`src/rtl/ptw_pkg.sv`:
```
package ptw_pkg;
  localparam int EB_P  = 0;
  localparam int EB_W  = 1;
  localparam int EB_U  = 2;
  localparam int EB_A  = 5;
  localparam int EB_D  = 6;
  localparam int EB_PS = 7;

  localparam logic [2:0] FLT_NONE     = 3'd0;
  localparam logic [2:0] FLT_NONCANON = 3'd1;
  localparam logic [2:0] FLT_ABSENT   = 3'd2;
  localparam logic [2:0] FLT_USER     = 3'd3;
  localparam logic [2:0] FLT_WRITE    = 3'd4;

  typedef enum logic [1:0] {
    WS_IDLE  = 2'd0,
    WS_ISSUE = 2'd1,
    WS_READ  = 2'd2,
    WS_WBACK = 2'd3
  } walk_st_e;
endpackage

```
`src/rtl/ptw_canon.sv`:
```
module ptw_canon #(
  parameter int ADDR_W = 64,
  parameter int VA_W   = 48
) (
  input  logic [ADDR_W-1:0] va,
  output logic              ok
);
  localparam int HI_W = ADDR_W - VA_W + 1;
  logic [HI_W-1:0] hi;
  assign hi = va[ADDR_W-1:VA_W-1];
  assign ok = (&hi) | ~(|hi);
endmodule

```
`src/rtl/ptw_addr_gen.sv`:
```
module ptw_addr_gen #(
  parameter int VA_W     = 48,
  parameter int PA_W     = 52,
  parameter int PG_SHIFT = 12,
  parameter int IDX_W    = 9,
  parameter int LEVELS   = 4,
  localparam int PPN_W   = PA_W - PG_SHIFT,
  localparam int LVL_W   = $clog2(LEVELS),
  localparam int ENT_B   = PG_SHIFT - IDX_W
) (
  input  logic [PPN_W-1:0] table_ppn,
  input  logic [VA_W-1:0]  va,
  input  logic [LVL_W-1:0] level,
  output logic [PA_W-1:0]  ent_addr
);
  logic [IDX_W-1:0] idx_lv [LEVELS];

  for (genvar l = 0; l < LEVELS; l++) begin : g_idx
    assign idx_lv[l] = va[PG_SHIFT + IDX_W*(LEVELS-1-l) +: IDX_W];
  end

  assign ent_addr = {table_ppn, idx_lv[level], {ENT_B{1'b0}}};
endmodule

```
`src/rtl/ptw_entry_eval.sv`:
```
module ptw_entry_eval
  import ptw_pkg::*;
#(
  parameter int PA_W     = 52,
  parameter int PG_SHIFT = 12,
  parameter int IDX_W    = 9,
  parameter int LEVELS   = 4,
  parameter int ENT_W    = 64,
  localparam int PPN_W   = PA_W - PG_SHIFT,
  localparam int LVL_W   = $clog2(LEVELS),
  localparam int OFF_W   = PG_SHIFT + IDX_W*(LEVELS-2)
) (
  input  logic [ENT_W-1:0] entry,
  input  logic [LVL_W-1:0] level,
  input  logic             acc_u,
  input  logic             acc_w,
  input  logic             req_user,
  input  logic             req_write,
  input  logic [OFF_W-1:0] va_off,
  output logic             leaf,
  output logic [2:0]       fault,
  output logic             nxt_u,
  output logic             nxt_w,
  output logic             wb_need,
  output logic [ENT_W-1:0] wb_data,
  output logic [PPN_W-1:0] nxt_ppn,
  output logic [PA_W-1:0]  page_pa,
  output logic [1:0]       page_size
);
  logic [PA_W-1:0] base_pa;
  logic [PA_W-1:0] off_ext;
  logic [PA_W-1:0] pa_lv [LEVELS];

  assign nxt_ppn = entry[PA_W-1:PG_SHIFT];
  assign base_pa = {nxt_ppn, {PG_SHIFT{1'b0}}};
  assign off_ext = {{(PA_W-OFF_W){1'b0}}, va_off};

  for (genvar l = 0; l < LEVELS; l++) begin : g_pa
    localparam int OB = PG_SHIFT + IDX_W*(LEVELS-1-l);
    localparam logic [PA_W-1:0] MSK = PA_W'((64'd1 << OB) - 64'd1);
    assign pa_lv[l] = (base_pa & ~MSK) | (off_ext & MSK);
  end

  assign nxt_u     = acc_u & entry[EB_U];
  assign nxt_w     = acc_w & entry[EB_W];
  assign leaf      = (int'(level) == LEVELS-1) || (entry[EB_PS] && (level != '0));
  assign page_pa   = pa_lv[level];
  assign page_size = 2'(LEVELS - 1 - int'(level));

  always_comb begin
    if (!entry[EB_P])                 fault = FLT_ABSENT;
    else if (leaf && req_user && !nxt_u)  fault = FLT_USER;
    else if (leaf && req_write && !nxt_w) fault = FLT_WRITE;
    else                              fault = FLT_NONE;
  end

  always_comb begin
    wb_data = entry;
    wb_data[EB_A] = 1'b1;
    if (leaf && req_write) wb_data[EB_D] = 1'b1;
  end

  assign wb_need = (fault == FLT_NONE) && (wb_data != entry);
endmodule

```
`src/rtl/ptw_walker.sv`:
```
module ptw_walker
  import ptw_pkg::*;
#(
  parameter int ADDR_W   = 64,
  parameter int VA_W     = 48,
  parameter int PA_W     = 52,
  parameter int PG_SHIFT = 12,
  parameter int IDX_W    = 9,
  parameter int LEVELS   = 4,
  parameter int ENT_W    = 64,
  localparam int PPN_W   = PA_W - PG_SHIFT,
  localparam int LVL_W   = $clog2(LEVELS),
  localparam int OFF_W   = PG_SHIFT + IDX_W*(LEVELS-2)
) (
  input  logic              clk,
  input  logic              rst,
  input  logic              start,
  input  logic [ADDR_W-1:0] req_va,
  input  logic              req_user,
  input  logic              req_write,
  input  logic [PPN_W-1:0]  root_ppn,
  output logic              mem_req,
  output logic              mem_we,
  output logic [PA_W-1:0]   mem_addr,
  output logic [ENT_W-1:0]  mem_wdata,
  input  logic              mem_ack,
  input  logic [ENT_W-1:0]  mem_rdata,
  output logic              busy,
  output logic              done,
  output logic [2:0]        res_fault,
  output logic [LVL_W-1:0]  res_level,
  output logic [PA_W-1:0]   res_pa,
  output logic [1:0]        res_size,
  output logic              res_user,
  output logic              res_write
);
  walk_st_e         st;
  logic [LVL_W-1:0] lvl;
  logic [PPN_W-1:0] tbl_ppn;
  logic [VA_W-1:0]  va_q;
  logic             user_q, write_q;
  logic             acc_u, acc_w;
  logic             leaf_q;
  logic [PA_W-1:0]  pend_pa;
  logic [1:0]       pend_size;
  logic [ENT_W-1:0] rd_entry_q;

  logic             canon_ok;
  logic [PA_W-1:0]  agen_addr;
  logic             ev_leaf, ev_u, ev_w, ev_wb;
  logic [2:0]       ev_fault;
  logic [ENT_W-1:0] ev_wdata;
  logic [PPN_W-1:0] ev_ppn;
  logic [PA_W-1:0]  ev_pa;
  logic [1:0]       ev_size;

  ptw_canon #(.ADDR_W(ADDR_W), .VA_W(VA_W)) u_canon (
    .va(req_va), .ok(canon_ok)
  );

  ptw_addr_gen #(.VA_W(VA_W), .PA_W(PA_W), .PG_SHIFT(PG_SHIFT),
                 .IDX_W(IDX_W), .LEVELS(LEVELS)) u_agen (
    .table_ppn(tbl_ppn), .va(va_q), .level(lvl), .ent_addr(agen_addr)
  );

  ptw_entry_eval #(.PA_W(PA_W), .PG_SHIFT(PG_SHIFT), .IDX_W(IDX_W),
                   .LEVELS(LEVELS), .ENT_W(ENT_W)) u_eval (
    .entry(mem_rdata), .level(lvl), .acc_u(acc_u), .acc_w(acc_w),
    .req_user(user_q), .req_write(write_q), .va_off(va_q[OFF_W-1:0]),
    .leaf(ev_leaf), .fault(ev_fault), .nxt_u(ev_u), .nxt_w(ev_w),
    .wb_need(ev_wb), .wb_data(ev_wdata), .nxt_ppn(ev_ppn),
    .page_pa(ev_pa), .page_size(ev_size)
  );

  always_ff @(posedge clk) begin
    if (rst) begin
      st         <= WS_IDLE;
      lvl        <= '0;
      tbl_ppn    <= '0;
      va_q       <= '0;
      user_q     <= 1'b0;
      write_q    <= 1'b0;
      acc_u      <= 1'b0;
      acc_w      <= 1'b0;
      leaf_q     <= 1'b0;
      pend_pa    <= '0;
      pend_size  <= '0;
      rd_entry_q <= '0;
      mem_req    <= 1'b0;
      mem_we     <= 1'b0;
      mem_addr   <= '0;
      mem_wdata  <= '0;
      busy       <= 1'b0;
      done       <= 1'b0;
      res_fault  <= FLT_NONE;
      res_level  <= '0;
      res_pa     <= '0;
      res_size   <= '0;
      res_user   <= 1'b0;
      res_write  <= 1'b0;
    end else begin
      done <= 1'b0;
      case (st)
        WS_IDLE: begin
          if (start) begin
            va_q    <= req_va[VA_W-1:0];
            user_q  <= req_user;
            write_q <= req_write;
            tbl_ppn <= root_ppn;
            lvl     <= '0;
            acc_u   <= 1'b1;
            acc_w   <= 1'b1;
            if (!canon_ok) begin
              done      <= 1'b1;
              res_fault <= FLT_NONCANON;
              res_level <= '0;
              res_pa    <= '0;
              res_size  <= '0;
              res_user  <= 1'b0;
              res_write <= 1'b0;
            end else begin
              busy <= 1'b1;
              st   <= WS_ISSUE;
            end
          end
        end
        WS_ISSUE: begin
          mem_req  <= 1'b1;
          mem_we   <= 1'b0;
          mem_addr <= agen_addr;
          st       <= WS_READ;
        end
        WS_READ: begin
          if (mem_ack) begin
            mem_req    <= 1'b0;
            rd_entry_q <= mem_rdata;
            acc_u      <= ev_u;
            acc_w      <= ev_w;
            tbl_ppn    <= ev_ppn;
            leaf_q     <= ev_leaf;
            pend_pa    <= ev_pa;
            pend_size  <= ev_size;
            if (ev_fault != FLT_NONE) begin
              busy      <= 1'b0;
              done      <= 1'b1;
              res_fault <= ev_fault;
              res_level <= lvl;
              res_pa    <= '0;
              res_size  <= '0;
              res_user  <= 1'b0;
              res_write <= 1'b0;
              st        <= WS_IDLE;
            end else if (ev_wb) begin
              mem_req   <= 1'b1;
              mem_we    <= 1'b1;
              mem_wdata <= ev_wdata;
              st        <= WS_WBACK;
            end else if (ev_leaf) begin
              busy      <= 1'b0;
              done      <= 1'b1;
              res_fault <= FLT_NONE;
              res_level <= lvl;
              res_pa    <= ev_pa;
              res_size  <= ev_size;
              res_user  <= ev_u;
              res_write <= ev_w;
              st        <= WS_IDLE;
            end else begin
              lvl <= lvl + LVL_W'(1);
              st  <= WS_ISSUE;
            end
          end
        end
        WS_WBACK: begin
          if (mem_ack) begin
            mem_req <= 1'b0;
            mem_we  <= 1'b0;
            if (leaf_q) begin
              busy      <= 1'b0;
              done      <= 1'b1;
              res_fault <= FLT_NONE;
              res_level <= lvl;
              res_pa    <= pend_pa;
              res_size  <= pend_size;
              res_user  <= acc_u;
              res_write <= acc_w;
              st        <= WS_IDLE;
            end else begin
              lvl <= lvl + LVL_W'(1);
              st  <= WS_ISSUE;
            end
          end
        end
        default: st <= WS_IDLE;
      endcase
    end
  end

  localparam logic [ENT_W-1:0] AD_MSK = (ENT_W'(1) << EB_A) | (ENT_W'(1) << EB_D);

  AST_NONCANON_EARLY: assert property (@(posedge clk) disable iff (rst)
    (st == WS_IDLE && start && !canon_ok) |=> (done && !busy && res_fault == FLT_NONCANON));
  AST_WB_ONLY_AD: assert property (@(posedge clk) disable iff (rst)
    (mem_req && mem_we) |-> (((mem_wdata | AD_MSK) == (rd_entry_q | AD_MSK)) && mem_wdata[EB_A]));
  AST_DONE_PULSE: assert property (@(posedge clk) disable iff (rst)
    done |=> !done);
  AST_DONE_IDLE: assert property (@(posedge clk) disable iff (rst)
    done |-> !busy);
  AST_REQ_IN_WALK: assert property (@(posedge clk) disable iff (rst)
    mem_req |-> busy);
  AST_REQ_HOLD: assert property (@(posedge clk) disable iff (rst)
    (mem_req && !mem_ack) |=> (mem_req && $stable(mem_addr) && $stable(mem_we)));
  AST_USER_OK: assert property (@(posedge clk) disable iff (rst)
    (done && res_fault == FLT_NONE && user_q) |-> res_user);
  AST_WRITE_OK: assert property (@(posedge clk) disable iff (rst)
    (done && res_fault == FLT_NONE && write_q) |-> res_write);
endmodule

```
`config.mk`:
```
export PLATFORM = sky130hd
export DESIGN_NAME = ptw_walker
export DESIGN_NICKNAME = d
export VERILOG_FILES = /design/src/rtl/ptw_pkg.sv /design/src/rtl/ptw_canon.sv /design/src/rtl/ptw_addr_gen.sv /design/src/rtl/ptw_entry_eval.sv /design/src/rtl/ptw_walker.sv
export SDC_FILE = /design/constraint.sdc
export NUM_CORES = 1
export LEC_CHECK = 0
export CAP_MARGIN = 20
export CORE_MARGIN = 4
export CORE_UTILIZATION = 48
export DETAILED_ROUTE_END_ITERATION = 8
export HOLD_SLACK_MARGIN = 0.02
export PLACE_DENSITY = 0.8
export SETUP_SLACK_MARGIN = 0.05
export SKIP_CTS_REPAIR_TIMING = 1
export SYNTH_ARGS = -nofsm -noshare
export SYNTH_HDL_FRONTEND = slang
export SYNTH_SLANG_ARGS = --single-unit
export TNS_END_PERCENT = 1
```
`constraint.sdc`:
```
create_clock -name clk -period 2.9 [get_ports clk]
set_clock_uncertainty 0.2 [all_clocks]
set_input_delay 0.435 -clock clk [delete_from_list [all_inputs] [get_ports clk]]
set_output_delay 0.435 -clock clk [all_outputs]
set_load 0.05 [all_outputs]
```
==> reports/summary.txt <==
GRT overflow -> 0
antenna violations before repair -> 1
Clock transition at path regs -> 0.06 ns
most common cell after layout, fill and taps aside -> nand2_1
Final Non-Filler Cells -> 2261
CTS Root Cell -> clkbuf_16
clock period minus worst slack -> 2.61 ns
Worst Setup End Kind -> register
die height -> 173 um
final hold vios -> 0
CTS max path bufs -> 3
layout cells sized above 1 -> 7.82%
Peak VDD IR -> 0.444 mV
sequential-to-total area share from yosys stat -> 50.5%
vias in the first global route -> 12100
net switching power -> 2260 uW
CP Max Fanout -> 21
max-cap viol count -> 0
routed vias/inst -> 5.60
Seq cells post-synth -> 329
first-pass GRT wire length -> 67.1 mm
Internal Power -> 7510 uW
syn_area_per_cell -> 8.15 sq um
Area growth syn-to-layout -> 38.3%
slew margin rel. -> 56.8%
DPL Wire Length -> 29.9 mm
Die X-Extent -> 173 um
die footprint -> 29900 sq um
Main synth FF type -> dfxtp_1
final instance area -> 18100 sq um
number of placed cells counting well taps -> 2202
synth warn -> 0
drt pass-1 iters -> 5
Cell Area, Synth -> 13100 sq um
total number of vias -> 12700
Max Slew Vio Count -> 0
Worst R2R Path Depth -> 8
Initial DRC Count -> 1057
CP required -> 3.13 ns
LEAKAGE -> 0.00622 uW
Tcrit/Tclk final -> 90.1%
Initial Utilization -> 48.6%
crit path DAT -> 2.85 ns
num rows -> 60
H-tree Lvls -> 2
most frequent cells in the layout -> nand2_1 (487), clkdlybuf4s50_1 (350), dfxtp_1 (328), a21oi_1 (257), nor2_1 (92)
cells after synthesis -> 1602
final wirelength -> 43.1 mm
wire per inst -> 19.1 um
largest net degree at the start of global routing -> 104
Setup violations, final -> 0
RSZ-0062 raised after global routing -> no
sequential fraction of design power -> 48.1%
post-detailed-route count of antenna-violating nets -> 0
hold depth -> 2
CTS tree -> built
core area -> 26900 sq um
Residual DRC -> 0
FMAX -> 383 MHz
RePlAce Congestion -> 0.893
Sw Share -> 23.1%
buffers added on ports -> 351
crit start category -> register
clk_lat worst skew -> 0.50 ns
CTS buffer count -> 35
Clk network pwr share -> 43.9%
Clock Sinks -> 329
# nets final -> 2074
Async S/R FF share, synth -> 0%
Placed Area -> 17000 sq um
PD cells -> 541 nW/um^2
share of power burned in combinational logic -> 8.0%
status -> complete, no violations
Worst Hold Class -> in -> reg
io pins -> 355
all-layer global routing usage -> 27.3%
EDFF count, synth -> 0
Setup Crit Path Kind -> reg -> reg
post-synthesis cell type count -> 52
Tightest Pin Transition -> 0.646 ns
-- metal layers --
metal	wire, um	track usage, %	vias to the layer above	share of wire, %
met4	1300	8.75	0	3.0
li1	-	-	6069	-
met3	3390	4.74	84	7.9
met1	17600	35.6	5951	41
met5	0	0	-	0
met2	20800	46.4	566	48
-- path summary, 6_finish.rpt --
path / from / endpoint / slack, ns
worst min register to register: tbl_ppn[38]$_SDFFE_PP0P_ / mem_addr[50]$_SDFFE_PP0N_ / 0.25
worst max register to register: lvl[0]$_SDFFE_PP0P_ / res_pa[8]$_SDFFE_PP0P_ / 0.29
worst min-delay path: rst / mem_wdata[42]$_SDFFE_PP0P_ / 0.15
worst max-delay path: lvl[0]$_SDFFE_PP0P_ / res_pa[8]$_SDFFE_PP0P_ / 0.29
-- flip-flops by register name, indices dropped and copies added (netlist names) --
signal / flops
res_pa: 52
acc_u: 1
lvl: 2
res_size: 2
res_user: 1
st: 2
done: 1
pend_size: 2
tbl_ppn: 40
pend_pa: 52
va_q: 48
mem_req: 1
mem_we: 1
leaf_q: 1
res_fault: 3
mem_wdata: 64
write_q: 1
res_write: 1
mem_addr: 49
res_level: 2
busy: 1
acc_w: 1
user_q: 1
-- through the flow --
stage          hold slack, ns  power (uW)  TNS (ns)  utilization, %  setup slack (ns)
2_1_floorplan           0.232        5130         0               -             0.225
3_3_place_gp            0.237        5550         0            63.1          0.000109
3_5_place_dp            0.244        5570    -0.682            63.1           -0.0521
4_1_cts                 0.169        9820         0            67.2             0.292
5_1_grt                 0.193       10100         0            67.2             0.181
6_report                0.153        9760         0            67.2             0.287
-- cell type report --
class	instances	area (sq um)
clock inverters	8	70.1
inverters	5	18.8
fillers	2162	8820
clock buffers	50	1010
multi-input cells	1128	5900
well taps	341	427
flip-flops and latches	329	6590
repair buffers	399	4030
diodes	1	2.50
-- worst max-delay path, stage by stage, from the launching register on --
cell and delay (ns):
dfxtp_1 0.34, inv_1 0.14, ha_1 0.21, nor2b_4 0.07
o311a_1 0.30, and3_1 0.23, or2_1 0.27, or3_4 0.55
o2bb2ai_2 0.22
-- Yosys cell counts (2+ instances only) --
| cell | n | share of area (%) |
|---|---|---|
| buf_2 | 23 | 0.88 |
| o22ai_1 | 2 | 0.096 |
| clkbuf_1 | 111 | 3.2 |
| or2_1 | 2 | 0.096 |
| a32oi_1 | 9 | 0.60 |
| nand2b_1 | 4 | 0.19 |
| nor3_1 | 5 | 0.19 |
| o31ai_1 | 2 | 0.11 |
| nor2_1 | 92 | 2.6 |
| ha_1 | 2 | 0.19 |
| o2bb2ai_2 | 20 | 2.3 |
| nand2_1 | 490 | 14 |
| nor2b_1 | 3 | 0.14 |
| and3_1 | 2 | 0.096 |
| o21ai_1 | 15 | 0.58 |
| buf_4 | 3 | 0.17 |
| buf_6 | 3 | 0.26 |
| a21oi_1 | 258 | 9.9 |
| a311oi_1 | 40 | 2.7 |
| a211oi_1 | 47 | 2.7 |
| inv_1 | 4 | 0.11 |
| mux4_2 | 9 | 1.6 |
| and2_1 | 7 | 0.34 |
| o21ai_0 | 16 | 0.61 |
| nor4_1 | 4 | 0.19 |
| mux2i_1 | 18 | 1.4 |
| o2bb2ai_1 | 2 | 0.13 |
| nand4_1 | 4 | 0.19 |
| dfxtp_1 | 329 | 50 |
| or3_4 | 2 | 0.17 |
| nand3_1 | 32 | 1.2 |
| a22oi_1 | 21 | 1.2 |
| buf_1 | 2 | 0.058 |
-- logic make-up after synthesis --
group | after synthesis | synth area share, %
AND/OR/NAND/NOR | 655 | 20.1
flip-flops | 329 | 50.5
buffers and inverters | 147 | 4.71
multiplexers | 28 | 3.02
adder cells (fa/ha/maj) | 2 | 0.192
AO/OA/AOI/OAI | 440 | 21.5
other | 1 | 0.0287
-- power groups by stage --
stage,clock network [uW],logic (uW),registers [uW]
final,4290,781,4700
after global routing,4520,839,4700
after CTS,4350,780,4690
after detailed placement,0,775,4790
after global placement,0,766,4790
after floorplan,0,292,4840
Note: power is estimated with default switching activity, not from simulation.
